### config.mk
export PLATFORM = sky130hd
export DESIGN_NAME = mdio_master
export DESIGN_NICKNAME = d
export VERILOG_FILES = /design/src/rtl/mdio_pkg.sv /design/src/rtl/mdio_clk_div.sv /design/src/rtl/mdio_frame_eng.sv /design/src/rtl/mdio_master.sv
export SDC_FILE = /design/constraint.sdc
export NUM_CORES = 1
export LEC_CHECK = 0
export ABC_CLOCK_PERIOD_IN_PS = 3200
export BUFFER_PORTS_ARGS = -buffer_cell sky130_fd_sc_hd__buf_4
export CORE_ASPECT_RATIO = 1.75
export CORE_MARGIN = 2
export CORE_UTILIZATION = 59
export CTS_CLUSTER_DIAMETER = 200
export DETAILED_ROUTE_END_ITERATION = 16
export PLACE_DENSITY_LB_ADDON = 0.2
export SETUP_SLACK_MARGIN = 0.15
export SLEW_MARGIN = 20
export SYNTH_ARGS = -nofsm -noshare
export SYNTH_HDL_FRONTEND = slang
export SYNTH_SLANG_ARGS = --single-unit
### constraint.sdc
create_clock -name clk_i -period 3.2 [get_ports clk_i]
set_input_delay 0.32 -clock clk_i [delete_from_list [all_inputs] [get_ports clk_i]]
set_output_delay 0.32 -clock clk_i [all_outputs]
set_load 0.005 [all_outputs]
### src/rtl/mdio_pkg.sv
package mdio_pkg;
  localparam int REG_F_W = 5;
  localparam int PHY_F_W = 5;
  localparam int DAT_F_W = 16;
  localparam int HDR_W   = 2 + 2 + PHY_F_W + REG_F_W + 2;
  localparam int BODY_W  = HDR_W + DAT_F_W;

  typedef enum logic [1:0] {
    SEL_CFG = 2'd0,
    SEL_ADR = 2'd1,
    SEL_DAT = 2'd2,
    SEL_CMD = 2'd3
  } reg_sel_e;

  localparam logic [1:0] TA_DRIVE   = 2'b10;
  localparam logic [1:0] SOF_INDIR  = 2'b00;
  localparam logic [1:0] CODE_RDINC = 2'b10;
endpackage

### src/rtl/mdio_clk_div.sv
module mdio_clk_div #(
  parameter int DIV_W = 8
) (
  input  logic             clk_i,
  input  logic             rst_ni,
  input  logic             run_i,
  input  logic [DIV_W-1:0] div_i,
  output logic             rise_o,
  output logic             fall_o,
  output logic             mdc_o
);
  logic [DIV_W-1:0] cnt_q;
  logic             half_q;
  logic             tick;

  assign tick = (cnt_q == div_i);

  always_ff @(posedge clk_i or negedge rst_ni) begin
    if (!rst_ni) begin
      cnt_q  <= '0;
      half_q <= 1'b0;
    end else if (!run_i) begin
      cnt_q  <= '0;
      half_q <= 1'b0;
    end else if (tick) begin
      cnt_q  <= '0;
      half_q <= ~half_q;
    end else begin
      cnt_q <= cnt_q + 1'b1;
    end
  end

  assign rise_o = run_i & tick & ~half_q;
  assign fall_o = run_i & tick & half_q;
  assign mdc_o  = half_q;
endmodule

### src/rtl/mdio_frame_eng.sv
module mdio_frame_eng
  import mdio_pkg::*;
#(
  parameter int PRE_BITS = 32
) (
  input  logic               clk_i,
  input  logic               rst_ni,
  input  logic               start_i,
  input  logic               pre_en_i,
  input  logic [1:0]         sof_i,
  input  logic [1:0]         code_i,
  input  logic [PHY_F_W-1:0] phy_i,
  input  logic [REG_F_W-1:0] reg_i,
  input  logic [DAT_F_W-1:0] wdata_i,
  input  logic               rise_i,
  input  logic               fall_i,
  input  logic               mdi_i,
  output logic               busy_o,
  output logic               done_o,
  output logic               rd_o,
  output logic               mdio_o,
  output logic               mdio_oe_o,
  output logic [DAT_F_W-1:0] rx_o
);
  localparam int TOT = PRE_BITS + BODY_W;
  localparam int CW  = $clog2(TOT);
  localparam logic [CW-1:0] REL_POS = CW'(DAT_F_W + 1);
  localparam logic [CW-1:0] SMP_POS = CW'(DAT_F_W);

  logic [TOT-1:0]     sreg_q;
  logic [CW-1:0]      rem_q;
  logic               busy_q, rd_q;
  logic [DAT_F_W-1:0] rx_q;
  logic [BODY_W-1:0]  body;

  assign body = {sof_i, code_i, phy_i, reg_i, TA_DRIVE, wdata_i};

  always_ff @(posedge clk_i or negedge rst_ni) begin
    if (!rst_ni) begin
      sreg_q <= '0;
      rem_q  <= '0;
      busy_q <= 1'b0;
      rd_q   <= 1'b0;
      rx_q   <= '0;
    end else if (start_i) begin
      sreg_q <= pre_en_i ? {{PRE_BITS{1'b1}}, body} : {body, {PRE_BITS{1'b0}}};
      rem_q  <= pre_en_i ? CW'(TOT - 1) : CW'(BODY_W - 1);
      busy_q <= 1'b1;
      rd_q   <= code_i[1];
    end else if (busy_q) begin
      if (rise_i && rd_q && rem_q < SMP_POS)
        rx_q <= {rx_q[DAT_F_W-2:0], mdi_i};
      if (fall_i) begin
        if (rem_q == '0) begin
          busy_q <= 1'b0;
        end else begin
          sreg_q <= {sreg_q[TOT-2:0], 1'b0};
          rem_q  <= rem_q - 1'b1;
        end
      end
    end
  end

  assign busy_o    = busy_q;
  assign done_o    = busy_q & fall_i & (rem_q == '0);
  assign rd_o      = rd_q;
  assign mdio_o    = busy_q & sreg_q[TOT-1];
  assign mdio_oe_o = busy_q & ~(rd_q & (rem_q <= REL_POS));
  // the final sample lands on the last rising edge, before done
  assign rx_o      = rx_q;
endmodule

### src/rtl/mdio_master.sv
module mdio_master
  import mdio_pkg::*;
#(
  parameter int PRE_BITS = 32,
  parameter int DIV_W    = 8
) (
  input  logic        clk_i,
  input  logic        rst_ni,
  input  logic        reg_we_i,
  input  logic [3:0]  reg_addr_i,
  input  logic [31:0] reg_wdata_i,
  output logic [31:0] reg_rdata_o,
  output logic        mdc_o,
  input  logic        mdio_i,
  output logic        mdio_o,
  output logic        mdio_oe_o
);
  localparam int CFG_W = 5 + DIV_W;
  localparam int ADR_W = PHY_F_W + REG_F_W;

  logic [CFG_W-1:0]   cfg_q;
  logic [ADR_W-1:0]   adr_q;
  logic [DAT_F_W-1:0] dat_q;
  logic [1:0]         code_q;
  logic               step_q;

  reg_sel_e           sel;
  logic               start, busy, done, rd_frm, rise, fall, mdi;
  logic [DAT_F_W-1:0] rx;
  logic               post_inc;

  logic               mdi_en, mdi_inv, pre_en;
  logic [1:0]         sof;
  logic [DIV_W-1:0]   div;

  assign mdi_en  = cfg_q[0];
  assign mdi_inv = cfg_q[1];
  assign pre_en  = cfg_q[2];
  assign sof     = cfg_q[4:3];
  assign div     = cfg_q[5 +: DIV_W];

  assign sel      = reg_sel_e'(reg_addr_i[3:2]);
  assign start    = reg_we_i && (sel == SEL_CMD) && !busy;
  assign mdi      = mdi_en & (mdio_i ^ mdi_inv);
  assign post_inc = (sof == SOF_INDIR) && (code_q == CODE_RDINC) && step_q;

  always_ff @(posedge clk_i or negedge rst_ni) begin
    if (!rst_ni) begin
      cfg_q  <= '0;
      adr_q  <= '0;
      dat_q  <= '0;
      code_q <= '0;
      step_q <= 1'b0;
    end else begin
      if (reg_we_i && sel == SEL_CFG) cfg_q <= reg_wdata_i[CFG_W-1:0];
      if (reg_we_i && sel == SEL_ADR) adr_q <= reg_wdata_i[ADR_W-1:0];
      if (reg_we_i && sel == SEL_DAT) dat_q <= reg_wdata_i[DAT_F_W-1:0];
      if (start) begin
        code_q <= reg_wdata_i[1:0];
        step_q <= reg_wdata_i[2];
      end
      // frame completion wins over a host write in the same cycle
      if (done) begin
        if (rd_frm)   dat_q <= rx;
        if (post_inc) adr_q[REG_F_W-1:0] <= adr_q[REG_F_W-1:0] + 1'b1;
      end
    end
  end

  always_comb begin
    unique case (sel)
      SEL_CFG: reg_rdata_o = {{(32-CFG_W){1'b0}}, cfg_q};
      SEL_ADR: reg_rdata_o = {{(32-ADR_W){1'b0}}, adr_q};
      SEL_DAT: reg_rdata_o = {{(32-DAT_F_W){1'b0}}, dat_q};
      default: reg_rdata_o = {busy, 28'd0, step_q, code_q};
    endcase
  end

  mdio_clk_div #(.DIV_W(DIV_W)) u_div (
    .clk_i  (clk_i),
    .rst_ni (rst_ni),
    .run_i  (busy),
    .div_i  (div),
    .rise_o (rise),
    .fall_o (fall),
    .mdc_o  (mdc_o)
  );

  mdio_frame_eng #(.PRE_BITS(PRE_BITS)) u_eng (
    .clk_i     (clk_i),
    .rst_ni    (rst_ni),
    .start_i   (start),
    .pre_en_i  (pre_en),
    .sof_i     (sof),
    .code_i    (reg_wdata_i[1:0]),
    .phy_i     (adr_q[REG_F_W +: PHY_F_W]),
    .reg_i     (adr_q[REG_F_W-1:0]),
    .wdata_i   (dat_q),
    .rise_i    (rise),
    .fall_i    (fall),
    .mdi_i     (mdi),
    .busy_o    (busy),
    .done_o    (done),
    .rd_o      (rd_frm),
    .mdio_o    (mdio_o),
    .mdio_oe_o (mdio_oe_o),
    .rx_o      (rx)
  );

  logic unused_bits;
  assign unused_bits = ^{reg_addr_i[1:0], reg_wdata_i[31:16]};
endmodule

==> run_summary.xml <==
<?xml version="1.0" encoding="UTF-8"?>
<metrics>
  <group name="clocking">
    <metric name="number_of_buffers_inserted_to_repair_setup_after_cts" unit="">0</metric>
    <metric name="worst_skew_pair.late_latency" unit="ps">430</metric>
    <metric name="cts_max_level" unit="">4</metric>
    <metric name="max-clock-path-buffers" unit="">2</metric>
    <metric name="clkTransAtPathRegs" unit="ps">60</metric>
    <metric name="numCtsBuffers" unit="">17</metric>
    <metric name="root_buffer" unit="">sky130_fd_sc_hd__clkbuf_16</metric>
    <metric name="cts_sinks" unit="">138</metric>
    <metric name="clock_tree_from_tritoncts" unit="">yes</metric>
  </group>
  <group name="finish">
    <metric name="drive_above_1_share" unit="%">17.3</metric>
    <metric name="final_cells" unit="">850</metric>
    <metric name="syn_to_layout_area_delta" unit="%">14.5</metric>
    <metric name="post-route-util" unit="%">68.7</metric>
    <metric name="diodes" unit="">0</metric>
    <metric name="design.final.nets" unit="">749</metric>
    <metric name="final_common_cell" unit="">sky130_fd_sc_hd__dfrtp_1</metric>
    <metric name="mostFrequentLayoutCells" unit="">138 x sky130_fd_sc_hd__dfrtp_1, 95 x sky130_fd_sc_hd__nand2_1, 60 x sky130_fd_sc_hd__nor2_1, 54 x sky130_fd_sc_hd__nand3_1, 51 x sky130_fd_sc_hd__buf_4</metric>
    <metric name="layout.filler_cells" unit="">884</metric>
    <metric name="fin_area" unit="mm^2">0.00758</metric>
  </group>
  <group name="global_route">
    <metric name="gr-usage-all-layers" unit="%">28.4</metric>
    <metric name="first_global_vias" unit="">5159</metric>
    <metric name="grt_antenna_before_repair" unit="">1</metric>
    <metric name="grt_max_degree" unit="">96</metric>
    <metric name="global_route.overflow_total" unit="">0</metric>
    <metric name="grt_first_pass_wirelength" unit="mm">26.7</metric>
  </group>
  <group name="timing">
    <metric name="rsz0062_at_grt" unit="">no</metric>
    <metric name="finalSetupViolations" unit="">0</metric>
    <metric name="whs" unit="ps">122</metric>
    <metric name="skew" unit="ps">8.35</metric>
    <metric name="timing.final.crit_period" unit="ps">2470</metric>
    <metric name="slew_worst_pin" unit="ps">653</metric>
    <metric name="worst_slew_margin_rel" unit="%">55.8</metric>
    <metric name="post-route-period-util" unit="%">77.2</metric>
    <metric name="setup_tns" unit="ps">0</metric>
    <metric name="achievable-frequency" unit="MHz">405</metric>
    <metric name="finalHoldViolCount" unit="">0</metric>
    <metric name="maxSlewViolCount" unit="">0</metric>
  </group>
  <group name="placement">
    <metric name="gp_routability_congestion" unit="">0.872</metric>
    <metric name="dp_cells" unit="">817</metric>
    <metric name="postPlaceCellArea" unit="mm^2">0.00697</metric>
    <metric name="hpwl" unit="mm">10.8</metric>
    <metric name="portBuffers" unit="">41</metric>
  </group>
  <group name="critical_path">
    <metric name="cpPeakStageDelay" unit="ps">530</metric>
    <metric name="cp_required" unit="ps">3530</metric>
    <metric name="crit-reg2reg-capture" unit="">u_eng.sreg_q[22]</metric>
    <metric name="r2r-start" unit="">u_eng.rem_q[0]</metric>
    <metric name="critPathKind" unit="">reg2reg</metric>
    <metric name="setup.reg_to_reg.worst_slack" unit="ps">730</metric>
    <metric name="crit_path_end_kind" unit="">flop</metric>
    <metric name="worst_ep_arrival_time" unit="ps">2800</metric>
    <metric name="reg2regPathDepth" unit="">9</metric>
    <metric name="cp_cell_sequence" unit="">inv_1, ha_1, nor3b_1, buf_4, a21oi_1, and4_2, buf_12, nand2_1, a31oi_1</metric>
    <metric name="timing.critical_path.fanout_max" unit="">55</metric>
    <metric name="critical_path.slowest_cell" unit="">sky130_fd_sc_hd__and4_2</metric>
    <metric name="worstSetupStartpointType" unit="">flop</metric>
  </group>
  <group name="detailed_routing">
    <metric name="num_vias" unit="">5244</metric>
    <metric name="drtPass1Iterations" unit="">5</metric>
    <metric name="drt_drc_violations_left" unit="">0</metric>
    <metric name="detail_route.wl_per_cell" unit="um">19.3</metric>
    <metric name="routed_wirelength" unit="mm">16.4</metric>
    <metric name="detail_route.iter0.violations" unit="">566</metric>
    <metric name="drtAntennaViolNets" unit="">0</metric>
    <metric name="vias_per_cell" unit="">6.17</metric>
  </group>
  <group name="power_and_ir_drop">
    <metric name="vdd.ir_drop.worst" unit="V">0.000449</metric>
    <metric name="p_int" unit="mW">4.11</metric>
    <metric name="seqPwrFrac" unit="%">47.3</metric>
    <metric name="total_power_divided_by_cell_area" unit="mW/mm^2">785</metric>
    <metric name="sw_frac_of_total" unit="%">30.9</metric>
    <metric name="p_sw" unit="mW">1.84</metric>
    <metric name="clockPowerShare" unit="%">33.7</metric>
    <metric name="power.static_leakage" unit="nW">3.64</metric>
    <metric name="combinational_cell_fraction_of_total_power" unit="%">19.0</metric>
  </group>
  <group name="synth">
    <metric name="async_reset_ff_share" unit="%">100</metric>
    <metric name="synth-main-ff-cell" unit="">sky130_fd_sc_hd__dfrtp_1</metric>
    <metric name="syn_area_per_cell" unit="um^2">9.75</metric>
    <metric name="synth-edff-count" unit="">0</metric>
    <metric name="synth_warnings" unit="">0</metric>
    <metric name="synth_cell_types" unit="">43</metric>
    <metric name="ys_seq_area_share" unit="%">52.1</metric>
    <metric name="syn_inst" unit="">679</metric>
    <metric name="synth.cell_area" unit="mm^2">0.00662</metric>
    <metric name="synth-seq-cells" unit="">138</metric>
  </group>
  <group name="floorplanning">
    <metric name="fp.dieW" unit="um">84.1</metric>
    <metric name="starting_density_of_the_core" unit="%">60.0</metric>
    <metric name="placement_rows" unit="">51</metric>
    <metric name="core-area" unit="mm^2">0.0110</metric>
    <metric name="design.die.area" unit="mm^2">0.0121</metric>
    <metric name="design.portCount" unit="">75</metric>
    <metric name="die-height" unit="um">144</metric>
  </group>
  <group name="hold_path">
    <metric name="min_delay_path_depth" unit="">3</metric>
    <metric name="hold_removal_path_class" unit="">in2reg</metric>
    <metric name="min_to" unit="">adr_q[6]</metric>
    <metric name="worst_hold_startpoint" unit="">reg_wdata_i[6]</metric>
  </group>
  <group name="run">
    <metric name="max-cap-violations" unit="">0</metric>
  </group>
  <group name="run_status">
    <metric name="run_status" unit="">completed</metric>
  </group>
</metrics>
==> critical path: cells and delay by family (launching register included) <==
family / cells / cell delay [ps]
and+or+nand+nor: 3 / 800
DFF: 1 / 430
buffers and inverters: 3 / 530
AOI/OAI and AO/OA: 2 / 390
adders and majority gates: 1 / 230
==> synthesized netlist by cell type (all sizes together), types with 2 or more instances <==
master,instances,area share (%)
clkbuf,26,1.5
inv,4,0.23
mux2i,27,4.1
and2,4,0.38
and3,11,1.0
nand2,95,5.4
nor2,60,3.4
nand4,2,0.19
ha,4,0.76
or3,3,0.28
o22ai,29,2.7
a31oi,18,1.7
xor2,15,2.0
buf,37,3.5
mux4,3,1.0
nor3b,2,0.23
a21oi,44,3.3
and4,3,0.40
nor3,39,2.9
dfrtp,138,52
nand3,54,4.1
o21ai,17,1.3
nor4,2,0.64
mux2,29,4.9
==> how the worst max path moves through the flow <==
stage	cells after the start	from	end	slack, ps
5_1_grt	9	u_eng.rem_q[0]	u_eng.sreg_q[22]	580
3_3_place_gp	6	cfg_q[3]	adr_q[2]	910
3_5_place_dp	6	u_div.cnt_q[2]	u_eng.sreg_q[5]	810
6_report	9	u_eng.rem_q[0]	u_eng.sreg_q[22]	730
4_1_cts	9	u_eng.rem_q[0]	u_eng.sreg_q[22]	750
2_1_floorplan	8	u_eng.rem_q[0]	adr_q[2]	950
==> final cells by class <==
cell class | count | area [um^2] | area share, %
inverter | 4 | 15.0 | 0.198
clock buffer | 18 | 429 | 5.66
tap | 132 | 165 | 2.18
multi-input combinational | 488 | 2880 | 38.0
clock inverter | 14 | 171 | 2.26
timing repair buffer | 56 | 464 | 6.12
sequential | 138 | 3450 | 45.6
==> through the flow <==
step                      worst slack (ps)  total power, mW
after floorplan                        947             3.52
after global placement                 907             3.85
after detailed placement               808             3.95
after CTS                              752             5.96
after global routing                   576             6.26
final                                  731             5.95
==> per-layer routing <==
layer / global-route usage [%] / routed length (um) / up-vias
met1: 35.3 / 6520 / 2564
met3: 6.16 / 974 / 38
met5: 0 / 0 / -
met4: 10.8 / 521 / 0
li1: - / - / 2411
met2: 48.7 / 8420 / 231
==> registers in the layout (all words and copies together) (netlist names) <==
name,flops
u_div.cnt_q,8
u_eng.rem_q,6
cfg_q,13
adr_q,10
u_eng.sreg_q,64
u_eng.busy_o,1
u_eng.rx_o,16
u_div.mdc_o,1
step_q,1
dat_q,16
code_q,2
==> kinds of logic (layout without fill, tap and decap cells) <==
kind of cell,Yosys count,after routing,synth area share [%]
simple gates,282,282,20.1
xor+xnor,16,16,2.12
mux,59,59,10.0
flops,138,138,52.1
buf+inv,67,92,5.23
compound gates,112,112,9.52
fa+ha+maj,4,4,0.756
other cells,1,15,0.0566
==> power by group through the flow <==
stage	clock [mW]	combinational (mW)	sequential [mW]
floorplan	0	0.881	2.64
global placement	0	1.07	2.78
detailed placement	0	1.14	2.82
CTS	2.02	1.14	2.80
global route	2.09	1.29	2.88
finish	2.01	1.13	2.81
==> timing repair <==
item,4_1_cts,5_1_grt
hold buffers,1,0
hold endpoints to repair,43,0
gates resized for setup,0,0
Note: power is estimated with default switching activity, not from simulation.
